<file path="config.mk">
export PLATFORM = sky130hd
export DESIGN_NAME = alu_flag_reg
export DESIGN_NICKNAME = d
export VERILOG_FILES = /design/src/rtl/flagreg_pkg.sv /design/src/rtl/flag_parity.sv /design/src/rtl/flag_gen.sv /design/src/rtl/alu_flag_reg.sv
export SDC_FILE = /design/constraint.sdc
export NUM_CORES = 1
export LEC_CHECK = 0
export CAP_MARGIN = 0
export CELL_PAD_IN_SITES_DETAIL_PLACEMENT = 0
export CELL_PAD_IN_SITES_GLOBAL_PLACEMENT = 1
export CORE_ASPECT_RATIO = 0.9
export CORE_MARGIN = 2
export CORE_UTILIZATION = 19
export CTS_CLUSTER_DIAMETER = 100
export DETAILED_ROUTE_END_ITERATION = 8
export GPL_TIMING_DRIVEN = 0
export PLACE_DENSITY = 0.89
export SLEW_MARGIN = 20
export SYNTH_ARGS = -nofsm -noshare
export SYNTH_HDL_FRONTEND = slang
export SYNTH_SLANG_ARGS = --single-unit
</file>
<file path="constraint.sdc">
create_clock -name clk -period 2.3 [get_ports clk]
set_clock_uncertainty 0.05 [all_clocks]
set_input_delay 0.69 -clock clk [delete_from_list [all_inputs] [get_ports clk]]
set_output_delay 0.69 -clock clk [all_outputs]
set_load 0.02 [all_outputs]
</file>
<file path="src/rtl/flagreg_pkg.sv">
package flagreg_pkg;
    localparam int REG_W    = 16;
    localparam int BYTE_W   = 8;
    localparam int NIB_W    = 4;
    localparam int NUM_STAT = 6;
    localparam int SEL_W    = $clog2(REG_W);

    // status flag indices into the update mask
    localparam int ST_CF = 0;
    localparam int ST_PF = 1;
    localparam int ST_AF = 2;
    localparam int ST_ZF = 3;
    localparam int ST_SF = 4;
    localparam int ST_OF = 5;

    // bit positions in the register
    localparam int POS_CF  = 0;
    localparam int POS_PF  = 2;
    localparam int POS_AF  = 4;
    localparam int POS_ZF  = 6;
    localparam int POS_SF  = 7;
    localparam int POS_TRP = 8;
    localparam int POS_IEN = 9;
    localparam int POS_DIR = 10;
    localparam int POS_OF  = 11;

    localparam logic [REG_W-1:0] FLAG_MASK  = 16'h0FD5;
    localparam logic [REG_W-1:0] RSVD_FIXED = 16'hF002;
    localparam logic [REG_W-1:0] CTRL_MASK  = 16'h0700;

    typedef enum logic [1:0] {
        OPC_ADD   = 2'b00,
        OPC_SUB   = 2'b01,
        OPC_LOGIC = 2'b10,
        OPC_LOGX  = 2'b11
    } op_class_e;

    typedef struct packed {
        logic [REG_W-1:0] word;
    } freg_t;

    function automatic int stat_pos(input int idx);
        case (idx)
            ST_CF:   return POS_CF;
            ST_PF:   return POS_PF;
            ST_AF:   return POS_AF;
            ST_ZF:   return POS_ZF;
            ST_SF:   return POS_SF;
            default: return POS_OF;
        endcase
    endfunction
endpackage

</file>
<file path="src/rtl/flag_parity.sv">
module flag_parity #(
    parameter int W = 8
) (
    input  logic [W-1:0] bits,
    output logic         even
);
    logic [W:0] acc;
    assign acc[0] = 1'b0;
    for (genvar i = 0; i < W; i++) begin : g_chain
        assign acc[i+1] = acc[i] ^ bits[i];
    end
    assign even = ~acc[W];
endmodule

</file>
<file path="src/rtl/flag_gen.sv">
module flag_gen
    import flagreg_pkg::*;
(
    input  logic [1:0]          op_class,
    input  logic                word_op,
    input  logic [REG_W-1:0]    opa,
    input  logic [REG_W-1:0]    opb,
    input  logic [REG_W-1:0]    result,
    input  logic                alu_carry,
    input  logic [NUM_STAT-1:0] upd_mask,
    output logic [NUM_STAT-1:0] stat_val,
    output logic [NUM_STAT-1:0] stat_we
);
    logic is_add, is_sub, is_arith;
    logic a_top, b_top, r_top;
    logic par_even, res_zero;
    logic [REG_W-1:0] xsum;

    flag_parity #(.W(BYTE_W)) u_par (
        .bits (result[BYTE_W-1:0]),
        .even (par_even)
    );

    always_comb begin
        is_add   = (op_class == OPC_ADD);
        is_sub   = (op_class == OPC_SUB);
        is_arith = is_add | is_sub;
        a_top    = word_op ? opa[REG_W-1]    : opa[BYTE_W-1];
        b_top    = word_op ? opb[REG_W-1]    : opb[BYTE_W-1];
        r_top    = word_op ? result[REG_W-1] : result[BYTE_W-1];
        res_zero = word_op ? (result == '0) : (result[BYTE_W-1:0] == '0);
        xsum     = opa ^ opb ^ result;

        stat_val        = '0;
        stat_val[ST_CF] = is_arith & alu_carry;
        stat_val[ST_PF] = par_even;
        stat_val[ST_AF] = xsum[NIB_W];
        stat_val[ST_ZF] = res_zero;
        stat_val[ST_SF] = r_top;
        stat_val[ST_OF] = (is_add & (a_top == b_top) & (r_top != a_top))
                        | (is_sub & (a_top != b_top) & (r_top != a_top));

        stat_we        = upd_mask;
        stat_we[ST_AF] = upd_mask[ST_AF] & is_arith;
    end
endmodule

</file>
<file path="src/rtl/alu_flag_reg.sv">
module alu_flag_reg
    import flagreg_pkg::*;
(
    input  logic                clk,
    input  logic                rst_n,
    input  logic                upd_valid,
    input  logic [1:0]          op_class,
    input  logic                word_op,
    input  logic [REG_W-1:0]    opa,
    input  logic [REG_W-1:0]    opb,
    input  logic [REG_W-1:0]    result,
    input  logic                alu_carry,
    input  logic [NUM_STAT-1:0] upd_mask,
    input  logic                bit_wr,
    input  logic [SEL_W-1:0]    bit_sel,
    input  logic                bit_val,
    input  logic                load,
    input  logic [REG_W-1:0]    load_data,
    output logic [REG_W-1:0]    flags_o
);
    freg_t st_d, st_q;
    logic [NUM_STAT-1:0] stat_val, stat_we;

    flag_gen u_gen (
        .op_class  (op_class),
        .word_op   (word_op),
        .opa       (opa),
        .opb       (opb),
        .result    (result),
        .alu_carry (alu_carry),
        .upd_mask  (upd_mask),
        .stat_val  (stat_val),
        .stat_we   (stat_we)
    );

    always_comb begin
        st_d = st_q;
        if (load) begin
            st_d.word = (load_data & FLAG_MASK) | RSVD_FIXED;
        end else if (bit_wr) begin
            if (FLAG_MASK[bit_sel]) begin
                st_d.word[bit_sel] = bit_val;
            end
        end else if (upd_valid) begin
            for (int i = 0; i < NUM_STAT; i++) begin
                if (stat_we[i]) begin
                    st_d.word[stat_pos(i)] = stat_val[i];
                end
            end
        end
    end

    always_ff @(posedge clk) begin
        if (!rst_n) begin
            st_q.word <= RSVD_FIXED;
        end else begin
            st_q <= st_d;
        end
    end

    assign flags_o = st_q.word;
endmodule

</file>
# Word-level counts from Yosys, hierarchy flattened

Memory sizes are Yosys's and may differ from the RTL's.
Cells that the tools add are included.

Memories: 1
Bits in registers: 16
Bits of input ports: 84
Bits in read-only memories: 16
Logic and storage cells: 132

Reductions and logical operators: 15
Muxes and demuxes: 75
Order comparisons: 14
Bitwise gates (word level): 19
Equal/unequal tests: 6

Memory list:

| memory           | depth | width | read ports | clocked after memory_dff | write ports | line               | text |
|---|---|---|---|---|---|---|---|
| (name not given) | 16    | 1     | 1          | 0                        | 0           | alu_flag_reg.sv:41 | `if (FLAG_MASK[bit_sel]) begin` |

Operators with widths:

| operator                                                     | count |
|---|---|
| 2-to-1 mux 32 bit                                            | 24 |
| 2-to-1 mux 16 bit                                            | 24 |
| >= comparator 32 x 1 -> 1 bit (second input constant)        | 6 |
| less-than comparator 32 x 6 -> 1 bit (second input constant) | 6 |
| bitwise mux 16 bit                                           | 7 |
| demux 1 bit (select 4 bit)                                   | 7 |
| logical NOT 16 bit                                           | 1 |
| 2-to-1 mux 1 bit                                             | 12 |
| 2-to-1 mux 12 bit                                            | 1 |
| XOR 5 bit                                                    | 2 |
| logical NOT 8 bit                                            | 1 |
| logical AND 1 bit                                            | 7 |
| XOR 1 bit                                                    | 7 |
| AND 1 bit                                                    | 6 |
| less-than comparator 4 x 5 -> 1 bit (second input constant)  | 1 |
| >= comparator 4 x 1 -> 1 bit (second input constant)         | 1 |
| AND reduction 2 bit                                          | 2 |
| != test 3 x 1 -> 1 bit (second input constant)               | 1 |
| nonzero test 3 bit                                           | 1 |
| equality test 2 x 1 -> 1 bit (second input constant)         | 1 |
| logical NOT 2 bit                                            | 1 |
| != test 1 bit                                                | 2 |
| != test 2 x 1 -> 1 bit (second input constant)               | 1 |
| inverter 1 bit                                               | 2 |
| other kinds (4)                                              | 5 |

# Depth between registers and ports, before layout

Gate-level depths: netlist of run 1.

Depth after elaboration: 38
Depth in mapped cells: 6

# Cells and area by module

From an unflattened synthesis of run 1, not the netlist that was laid out.

Cell total of the unflattened synthesis: 131
Area, all modules: 1,187.4 sq um

Modules (own cells, without submodules):

| module       | area an instance (sq um) | seq. area each (sq um) | instances | cells each |
|---|---|---|---|---|
| alu_flag_reg | 930.9                    | 320.3                  | 1         | 98 |
| flag_gen     | 195.2                    | 0.0                    | 1         | 26 |
| flag_parity  | 61.3                     | 0.0                    | 1         | 7 |

# Least setup slack after synthesis of run 1

No wires, ideal clock.

Path kind: input-to-reg
Start: input result[0]
End: register st_q (netlist bit flags_o[2])
Arrival time: 2.032 ns
Path slack: 0.138 ns
Stages on the path: 6
Data required time: 2.171 ns
Buffers on the path: 0
Cell sequence: inv_1 > ha_1 > xnor3_1 > xnor3_1 > a41o_1 > a211oi_2

Longest elaborated chain between the ends: 33
Elaborated cells between the ends (all ways): 36
Those cells by class: 26 x mux; 8 x bitwise; 2 x reduce/logical

RTL lines:

| element                 | line               | text |
|---|---|---|
| start, declared         | alu_flag_reg.sv:11 | `input logic [REG_W-1:0] result,` |
| XOR 1 bit (7 in series) | flag_parity.sv:10  | `assign acc[i+1] = acc[i] ^ bits[i];` |
| inverter 1 bit          | flag_parity.sv:12  | `assign even = ~acc[W];` |
| bitwise mux 16 bit      | alu_flag_reg.sv:47 | `st_d.word[stat_pos(i)] = stat_val[i];` |
| 2-to-1 mux 16 bit       | alu_flag_reg.sv:46 | `if (stat_we[i]) begin` |
| 2-to-1 mux 16 bit       | alu_flag_reg.sv:44 | `end else if (upd_valid) begin` |
| 2-to-1 mux 16 bit       | alu_flag_reg.sv:40 | `end else if (bit_wr) begin` |
| 2-to-1 mux 16 bit       | alu_flag_reg.sv:38 | `if (load) begin` |
| bitwise mux 16 bit      | alu_flag_reg.sv:47 |  |
| [... 11 more ...]       | n/a                |  |
| 2-to-1 mux 16 bit *     | alu_flag_reg.sv:44 |  |
| 2-to-1 mux 16 bit *     | alu_flag_reg.sv:40 |  |
| 2-to-1 mux 16 bit *     | alu_flag_reg.sv:38 |  |
| bitwise mux 16 bit      | alu_flag_reg.sv:47 |  |
| 2-to-1 mux 16 bit *     | alu_flag_reg.sv:46 |  |
| 2-to-1 mux 16 bit *     | alu_flag_reg.sv:44 |  |
| 2-to-1 mux 16 bit *     | alu_flag_reg.sv:40 |  |
| 2-to-1 mux 12 bit *     | alu_flag_reg.sv:38 |  |
| end signal, assigned    | alu_flag_reg.sv:57 | `st_q <= st_d;` |
| end, declared           | alu_flag_reg.sv:21 | `freg_t st_d, st_q;` |

Mark *: on every way between the ends. The rest lies on a longest branch, timed or not. The select of a mux whose other input is x is not followed.
A chain may end at the register's enable or synchronous reset.

# Final worst setup path of run 1

Ends and elaborated chain as after synthesis.

==> flow_metrics.py, run 1 <==
metrics = {
    "outcome": {
        "outcome": "finished clean",
    },
    "timing": {
        "timing.setup.tns_ns": 0,
        "fmax_mhz": 459.6,
        "fin_crit_sh": 0.9459,
        "final_max_slew_viol_count": 0,
        "tightest_slew_ns": 0.4354,
        "min_period_ns": 2.176,
        "setup_viol": 0,
        "hold_viol": 0,
        "slew_headroom": 0.7091,
        "rsz0062_at_grt": "no",
        "layout_setup_ws_ns": 0.1243,
    },
    "die": {
        "fp-row-count": 25,
        "io_pins": 100,
        "fp.dieH_um": 73.03,
        "die_area_um2": 5894,
        "coreArea_um2": 5192,
        "start_util": 0.1937,
        "dieWidth_um": 80.70,
    },
    "route": {
        "first_pass_iters": 4,
        "vias": 1124,
        "drt_wl_total_um": 3261,
        "drc": 0,
        "post_drt_wl_per_cell_um": 12.84,
        "vias_per_cell": 4.425,
        "drtIter0Drc": 42,
        "antenna_left": 0,
    },
    "global_route": {
        "grt_first_pass_wirelength_um": 5237,
        "grt_start_max_net_pins": 11,
        "first_global_vias": 1151,
        "overflow": 0,
        "antenna_found_initial": 0,
        "grt.total_usage": 0.1152,
    },
    "power": {
        "comb_power_share": 0.302,
        "intPower_uw": 585.8,
        "ir_drop_v": 0.0002362,
        "p_leak_nw": 0.6633,
        "fin_total_pwr_uw": 790.7,
        "pwr-share-seq": 0.372,
        "p_switching_uw": 204.9,
        "p_clk_frac": 0.326,
        "p_per_area_nw_per_um2": 437.7,
        "p_sw_frac": 0.2591,
    },
    "finish": {
        "diodes": 0,
        "areaGrowthSynthToFinish_pct": 79.60,
        "fillCellCount": 571,
        "postLayoutCoreUtil": 0.3480,
        "largest_reg_flops": 16,
        "drive_gt1_frac": 0.04813,
        "nets": 273,
        "final_area_um2": 1807,
    },
    "job": {
        "drv_cap": 0,
    },
    "setup_path": {
        "critPathMaxFanout": 1,
        "cp_data_arrival_time_ns": 2.30,
        "crit_path_top_delay_cell": "clkdlybuf4s50_1",
        "r2r_slack_ns": 1.37,
        "rr_startpoint": "flags_o[11]$_SDFFE_PN0P_",
        "r2r_end": "flags_o[11]$_SDFFE_PN0P_",
        "cpMostUsedCell": "xnor3_1",
        "worst-setup-path-type": "in -> reg",
        "critical_path.startpoint_type": "primary input",
        "path_cells": "clkdlybuf4s50_1 > inv_1 > ha_1 > xnor3_1 > xnor3_1 > a41o_1 > a211oi_2",
        "max_stage_delay_ns": 0.45,
        "reg2reg_depth": 3,
        "critPathCaptureType": "register",
        "crit_required_ns": 2.43,
    },
    "hold_path": {
        "hp-class": "reg -> reg",
        "hold_depth": 1,
        "hold_path_end": "flags_o[14]$_SDFFE_PP1P_",
        "hold_path_startpoint": "flags_o[14]$_SDFFE_PP1P_",
    },
    "clocking": {
        "cts_tree": "done",
        "cts-root-buf": "clkbuf_8",
        "cts_buffer_depth": 2,
        "clkTransAtPathRegs_ns": 0.06,
        "clk_latency_ns": 0.25,
        "htreeDepth": 1,
        "cts.sinks": 16,
        "postCtsSetupRepairBufs": 0,
        "cts_buffers": 3,
    },
    "synthesis": {
        "ys_top_cells_by_area": "dfxtp_1, mux2i_1, xnor3_1",
        "yosys_warnings": 0,
        "synth_top_area_frac": 0.3184,
        "ys_ff_latch": 16,
        "yosysSeqAreaShare": 0.3184,
        "synthDistinctLibCells": 38,
        "synth.avg_cell_area_um2": 8.598,
        "synth_fp_nets": 202,
        "synth_top_area_cell": "dfxtp_1",
        "syn_inst": 117,
        "syn_area_um2": 1006,
    },
    "place": {
        "postPlaceCellArea_um2": 1750,
        "numPortBuffers": 66,
        "dpl.hpwl_um": 2705,
        "post-place-ws_ns": -0.4373,
        "gp_congestion": 0.8031,
    },
}
placed cells by master, fill, tap and decap left out, drive strengths merged, types with 2 or more instances in the layout:
cell type,n
inv,7
or3,6
xnor2,4
nand3,4
nor2b,2
clkdlybuf4s50,66
nor3,2
a21oi,8
clkbuf,8
xnor3,2
a31oi,3
o211ai,2
and3,3
nand2b,2
nand4,2
a211oi,5
nor4,4
dfxtp,16
nand3b,4
nand2,4
o21ai,4
nor2,6
nor3b,3
a222oi,2
mux2i,5
worst max-delay path by stage:
stage | startpoint | endpoint | depth (start not counted)
CTS | result[0] | flags_o[2]$_SDFFE_PN0P_ | 7
global placement | result[0] | flags_o[2]$_SDFFE_PN0P_ | 7
floorplan | result[0] | flags_o[2]$_SDFFE_PN0P_ | 6
finish | result[0] | flags_o[2]$_SDFFE_PN0P_ | 7
detailed placement | result[0] | flags_o[2]$_SDFFE_PN0P_ | 7
global route | result[0] | flags_o[2]$_SDFFE_PN0P_ | 7
synth_stat cells (all sizes together):
master and n:
nor4 4, nor3b 3, nor3 2, a221o 1
xnor2 4, a41o 1, dfxtp 16, nand4 2
buf 1, o311ai 1, o21ba 1, a311oi 1
nor4b 1, a21oi 8, a222oi 2, and2 1
nor2b 2, nand3 4, nor2 6, inv 7
o311a 1, nand3b 4, or3 6, xnor3 2
mux2i 5, a31oi 3, and3 3, mux2 1
xor2 1, or3b 1, ha 1, nand2 4
nand2b 2, o211ai 2, clkbuf 4, a211oi 5
o21ai 4
timing repair:
action / in CTS / in global routing
hold buffers: 0 / 0
setup endpoints to repair: 1 / 2
pin swaps: 2 / 0
resized for setup: 0 / 2
metrics by stage:
step | instances | hold WS (ns)
floorplan | 117 | 0.5088
global placement | 250 | 0.3773
detailed placement | 250 | 0.3843
CTS | 254 | 0.4044
global route | 254 | 0.4130
finish | 254 | 0.3969
kinds of logic after synthesis:
family          after synthesis  synth area share
mux                           6           0.06095
xor+xnor                      7           0.08830
fa+ha+maj                     1           0.01244
simple gates                 45            0.2612
flops                        16            0.3184
compound gates               30            0.2127
buf+inv                      12           0.04602
power groups by stage:
stage	Sequential, mW	Clock (mW)	Combinational [mW]
floorplan	0.314	0	0.0909
global placement	0.300	0	0.244
detailed placement	0.301	0	0.244
CTS	0.294	0.268	0.242
global route	0.296	0.278	0.259
finish	0.294	0.257	0.239
critical path, delay by kind of cell:
family                   cells  cell delay, ns
adder cells (fa/ha/maj)      1            0.29
XOR/XNOR                     2            0.43
buffers and inverters        2            0.49
AO/OA/AOI/OAI                2            0.39
area by class of cell:
cell class                      count  area [um2]  area share
Timing Repair Buffer               66       660.6      0.3657
Multi-Input combinational cell     89       639.4      0.3539
Sequential cell                    16       320.3      0.1773
Tap cell                           67       83.83     0.04640
Clock buffer                        4       55.05     0.03047
Inverter                            7       26.28     0.01454
Buffer                              5       21.27     0.01177
layer usage:
layer	vias up	global-route usage	share of wire
li1	584	-	-
met1	509	0.1480	0.45
met2	29	0.1944	0.49
met3	2	0.03589	0.052
met4	0	0.01695	0.0037
met5	-	0	0
Note: power is estimated with default switching activity, not from simulation.
==> inputs of run 2 (changes only) <==
--- a/config.mk
+++ b/config.mk
@@ -5,6 +5,7 @@
 export SDC_FILE = /design/constraint.sdc
 export NUM_CORES = 1
 export LEC_CHECK = 0
+export ABC_AREA = 1
 export CAP_MARGIN = 0
 export CELL_PAD_IN_SITES_DETAIL_PLACEMENT = 0
 export CELL_PAD_IN_SITES_GLOBAL_PLACEMENT = 1
@@ -14,7 +15,7 @@
 export CTS_CLUSTER_DIAMETER = 100
 export DETAILED_ROUTE_END_ITERATION = 8
 export GPL_TIMING_DRIVEN = 0
-export PLACE_DENSITY = 0.89
+export PLACE_DENSITY = 0.9
 export SLEW_MARGIN = 20
 export SYNTH_ARGS = -nofsm -noshare
 export SYNTH_HDL_FRONTEND = slang
==> run 2 against run 1 <==
  * Sequential power hardly changed
  * First-iteration DRC count rose by 4.8%
  * Clock power hardly changed
  * Flip-flop and latch count stayed put
  * Fmax up 4.7%
  * Synthesized cell count is 60% higher
  * Count of clock-buffer cells in the layout is the same
  * Combinational power grew 10%
  * Die area increased by 10%
  * Largest cell class is now multi-input gates
  * Largest power group unchanged
==> flow_metrics.py, run 2 <==
metrics = {
    "outcome": {
        "outcome": "finished clean",
    },
    "finish": {
        "multi_input_area_um2": 670.6,
        "fin_cells": 327,
        "postLayoutCoreUtil": 0.3384,
        "nets": 343,
        "final_cell_mix": "clkdlybuf4s50_1, nand2_1, nor2_1",
        "largest_reg_flops": 16,
        "fillCellCount": 644,
        "areaGrowthSynthToFinish_pct": 72.22,
        "layout_commonest_cell": "clkdlybuf4s50_1",
        "diodes": 0,
        "drive_gt1_frac": 0.05837,
        "seq_area_um2": 320.3,
    },
    "die": {
        "start_util": 0.1965,
        "coreArea_um2": 5660,
        "io_pins": 100,
        "fp-row-count": 26,
        "die_area_um2": 6483,
        "dieWidth_um": 84.65,
        "fp.dieH_um": 76.59,
    },
    "hold_path": {
        "hold_depth": 2,
        "hold_path_startpoint": "flags_o[5]$_SDFFE_PP0P_",
        "hp-class": "reg -> reg",
        "hold_path_end": "flags_o[5]$_SDFFE_PP0P_",
    },
    "clocking": {
        "clkTransAtPathRegs_ns": 0.07,
        "cts_buffers": 3,
        "clk_latency_ns": 0.25,
        "cts.repair.resized": 0,
        "cts-root-buf": "clkbuf_8",
        "hold_buffers": 0,
        "htreeDepth": 1,
        "cts.sinks": 16,
        "postCtsSetupRepairBufs": 0,
        "cts_buffer_depth": 2,
        "cts_tree": "done",
    },
    "synthesis": {
        "syn_area_um2": 1112,
        "synth-adder-area-share": 0.01125,
        "ys_ff_latch": 16,
        "ys_top_cells_by_area": "dfxtp_1, nand2_1, nor2_1",
        "syn_inst": 187,
        "synth_common_cells": "nand2_1, nor2_1, inv_1, dfxtp_1, nand3_1",
        "synthDistinctLibCells": 26,
        "synth_fp_nets": 272,
        "synth_edf_count": 0,
        "synth_flop_cell": "dfxtp_1",
        "ys_async_sr_fraction": 0,
        "synthXorXnorAreaFrac": 0.03150,
        "yosysSeqAreaShare": 0.2880,
        "muxShareOfSynthArea": 0,
        "synth.avg_cell_area_um2": 5.948,
        "synth_most_common_cell": "nand2_1",
        "synth_top_area_frac": 0.2880,
        "synth_top_family_by_area": "simple AND/OR/NAND/NOR gates",
        "yosys_warnings": 0,
        "synth_compound_gate_area_share": 0.1597,
        "synth_top_area_cell": "dfxtp_1",
        "synth-simple-area-share": 0.4004,
    },
    "setup_path": {
        "reg2reg_depth": 1,
        "critical_path.startpoint_type": "primary input",
        "critPathCaptureType": "register",
        "worst-setup-path-type": "in -> reg",
        "critPathMaxFanout": 2,
        "crit_required_ns": 2.45,
        "cp_data_arrival_time_ns": 2.22,
        "r2r_slack_ns": 1.55,
        "rr_startpoint": "flags_o[15]$_SDFFE_PP1P_",
        "r2r_end": "flags_o[15]$_SDFFE_PP1P_",
    },
    "route": {
        "antenna_left": 0,
        "drt_wl_total_um": 3468,
        "drtIter0Drc": 44,
        "vias_per_cell": 4.180,
        "post_drt_wl_per_cell_um": 10.61,
        "drc": 0,
        "vias": 1367,
        "first_pass_iters": 4,
    },
    "place": {
        "numPortBuffers": 66,
        "gp_congestion": 0.7480,
        "dp_cells": 323,
        "dpl.hpwl_um": 2929,
        "post-place-ws_ns": -0.03562,
    },
    "timing": {
        "fin_crit_sh": 0.9033,
        "slew_headroom": 0.7434,
        "tightest_slew_ns": 0.3809,
        "min_period_ns": 2.078,
        "setup_viol": 0,
        "layout_setup_ws_ns": 0.2224,
        "final_max_slew_viol_count": 0,
        "timing.setup.tns_ns": 0,
        "hold_viol": 0,
        "holdWs_ns": 0.3758,
        "fmax_mhz": 481.3,
        "rsz0062_at_grt": "no",
    },
    "global_route": {
        "first_global_vias": 1320,
        "grt_first_pass_wirelength_um": 5844,
        "grt.total_usage": 0.1093,
        "overflow": 0,
        "antenna_found_initial": 0,
        "grt_start_max_net_pins": 11,
    },
    "power": {
        "p_leak_nw": 0.8310,
        "ir_drop_v": 0.0002010,
        "p_per_area_nw_per_um2": 426.8,
    },
    "job": {
        "drv_cap": 0,
    },
}
run 2: changes by cell type after synthesis, sizes merged, moves of 6 or more:
cell,before,now
nand2,4,50
inv,7,31
or3,6,0
o21ai,4,12
nand3,4,13
nor2,6,31
or2,0,6
run 2: final cells by class:
| cell class | count | area share |
|---|---|---|
| buffer | 1 | 0.002613 |
| clock buffer | 4 | 0.02874 |
| inverter | 31 | 0.06074 |
| multi-input combinational | 139 | 0.3501 |
| sequential | 16 | 0.1672 |
| tap | 70 | 0.04572 |
| timing repair buffer | 66 | 0.3449 |
run 2: worst max path at each step:
stage | cells past startpoint | end | startpoint | slack, ns
2_1_floorplan | 12 | flags_o[2]$_SDFFE_PN0P_ | result[0] | 0.58
3_3_place_gp | 12 | flags_o[2]$_SDFFE_PN0P_ | result[0] | -0.004
3_5_place_dp | 12 | flags_o[2]$_SDFFE_PN0P_ | result[0] | -0.04
4_1_cts | 12 | flags_o[2]$_SDFFE_PN0P_ | result[0] | 0.21
5_1_grt | 12 | flags_o[2]$_SDFFE_PN0P_ | result[0] | 0.05
6_report | 12 | flags_o[2]$_SDFFE_PN0P_ | result[0] | 0.22
run 2: stage by stage:
| stage | power, mW | area (um2) |
|---|---|---|
| finish | 0.8176 | 1916 |
| global route | 0.8697 | 1916 |
| CTS | 0.8282 | 1916 |
| detailed placement | 0.5689 | 1861 |
| global placement | 0.5663 | 1861 |
| floorplan | 0.4232 | 1112 |
run 2: critical path, cell delays in order:
cell and delay [ns]:
clkdlybuf4s50_1 0.45, inv_1 0.04, ha_1 0.30, nor2_1 0.13, inv_1 0.06, nand2_1 0.05
nand2_1 0.06, nand3_1 0.09, nand3_1 0.10, nand2_1 0.08, nand2_1 0.06, a21oi_2 0.11
run 2: where the power goes:
group          switching (mW)  leakage [nW]  internal [mW]  total (mW)
clock network           0.105        0.0288          0.152       0.257
logic                   0.122         0.671          0.142       0.264
registers             0.00642         0.131          0.290       0.297
run 2: routing by layer:
layer	GRT usage	part of all wire	vias to the layer above
li1	-	-	734
met1	0.1400	0.48	591
met2	0.1827	0.45	37
met3	0.02059	0.050	5
met4	0.03810	0.016	0
met5	0	0	-
run 2: logic make-up (layout without fill, tap and decap cells):
family / Yosys count / in the layout
AOI/OAI and AO/OA: 30 / 30
xor gates and xnor gates: 4 / 4
adders and majority gates: 1 / 1
buffers and inverters: 32 / 102
DFF: 16 / 16
and+or+nand+nor: 104 / 104
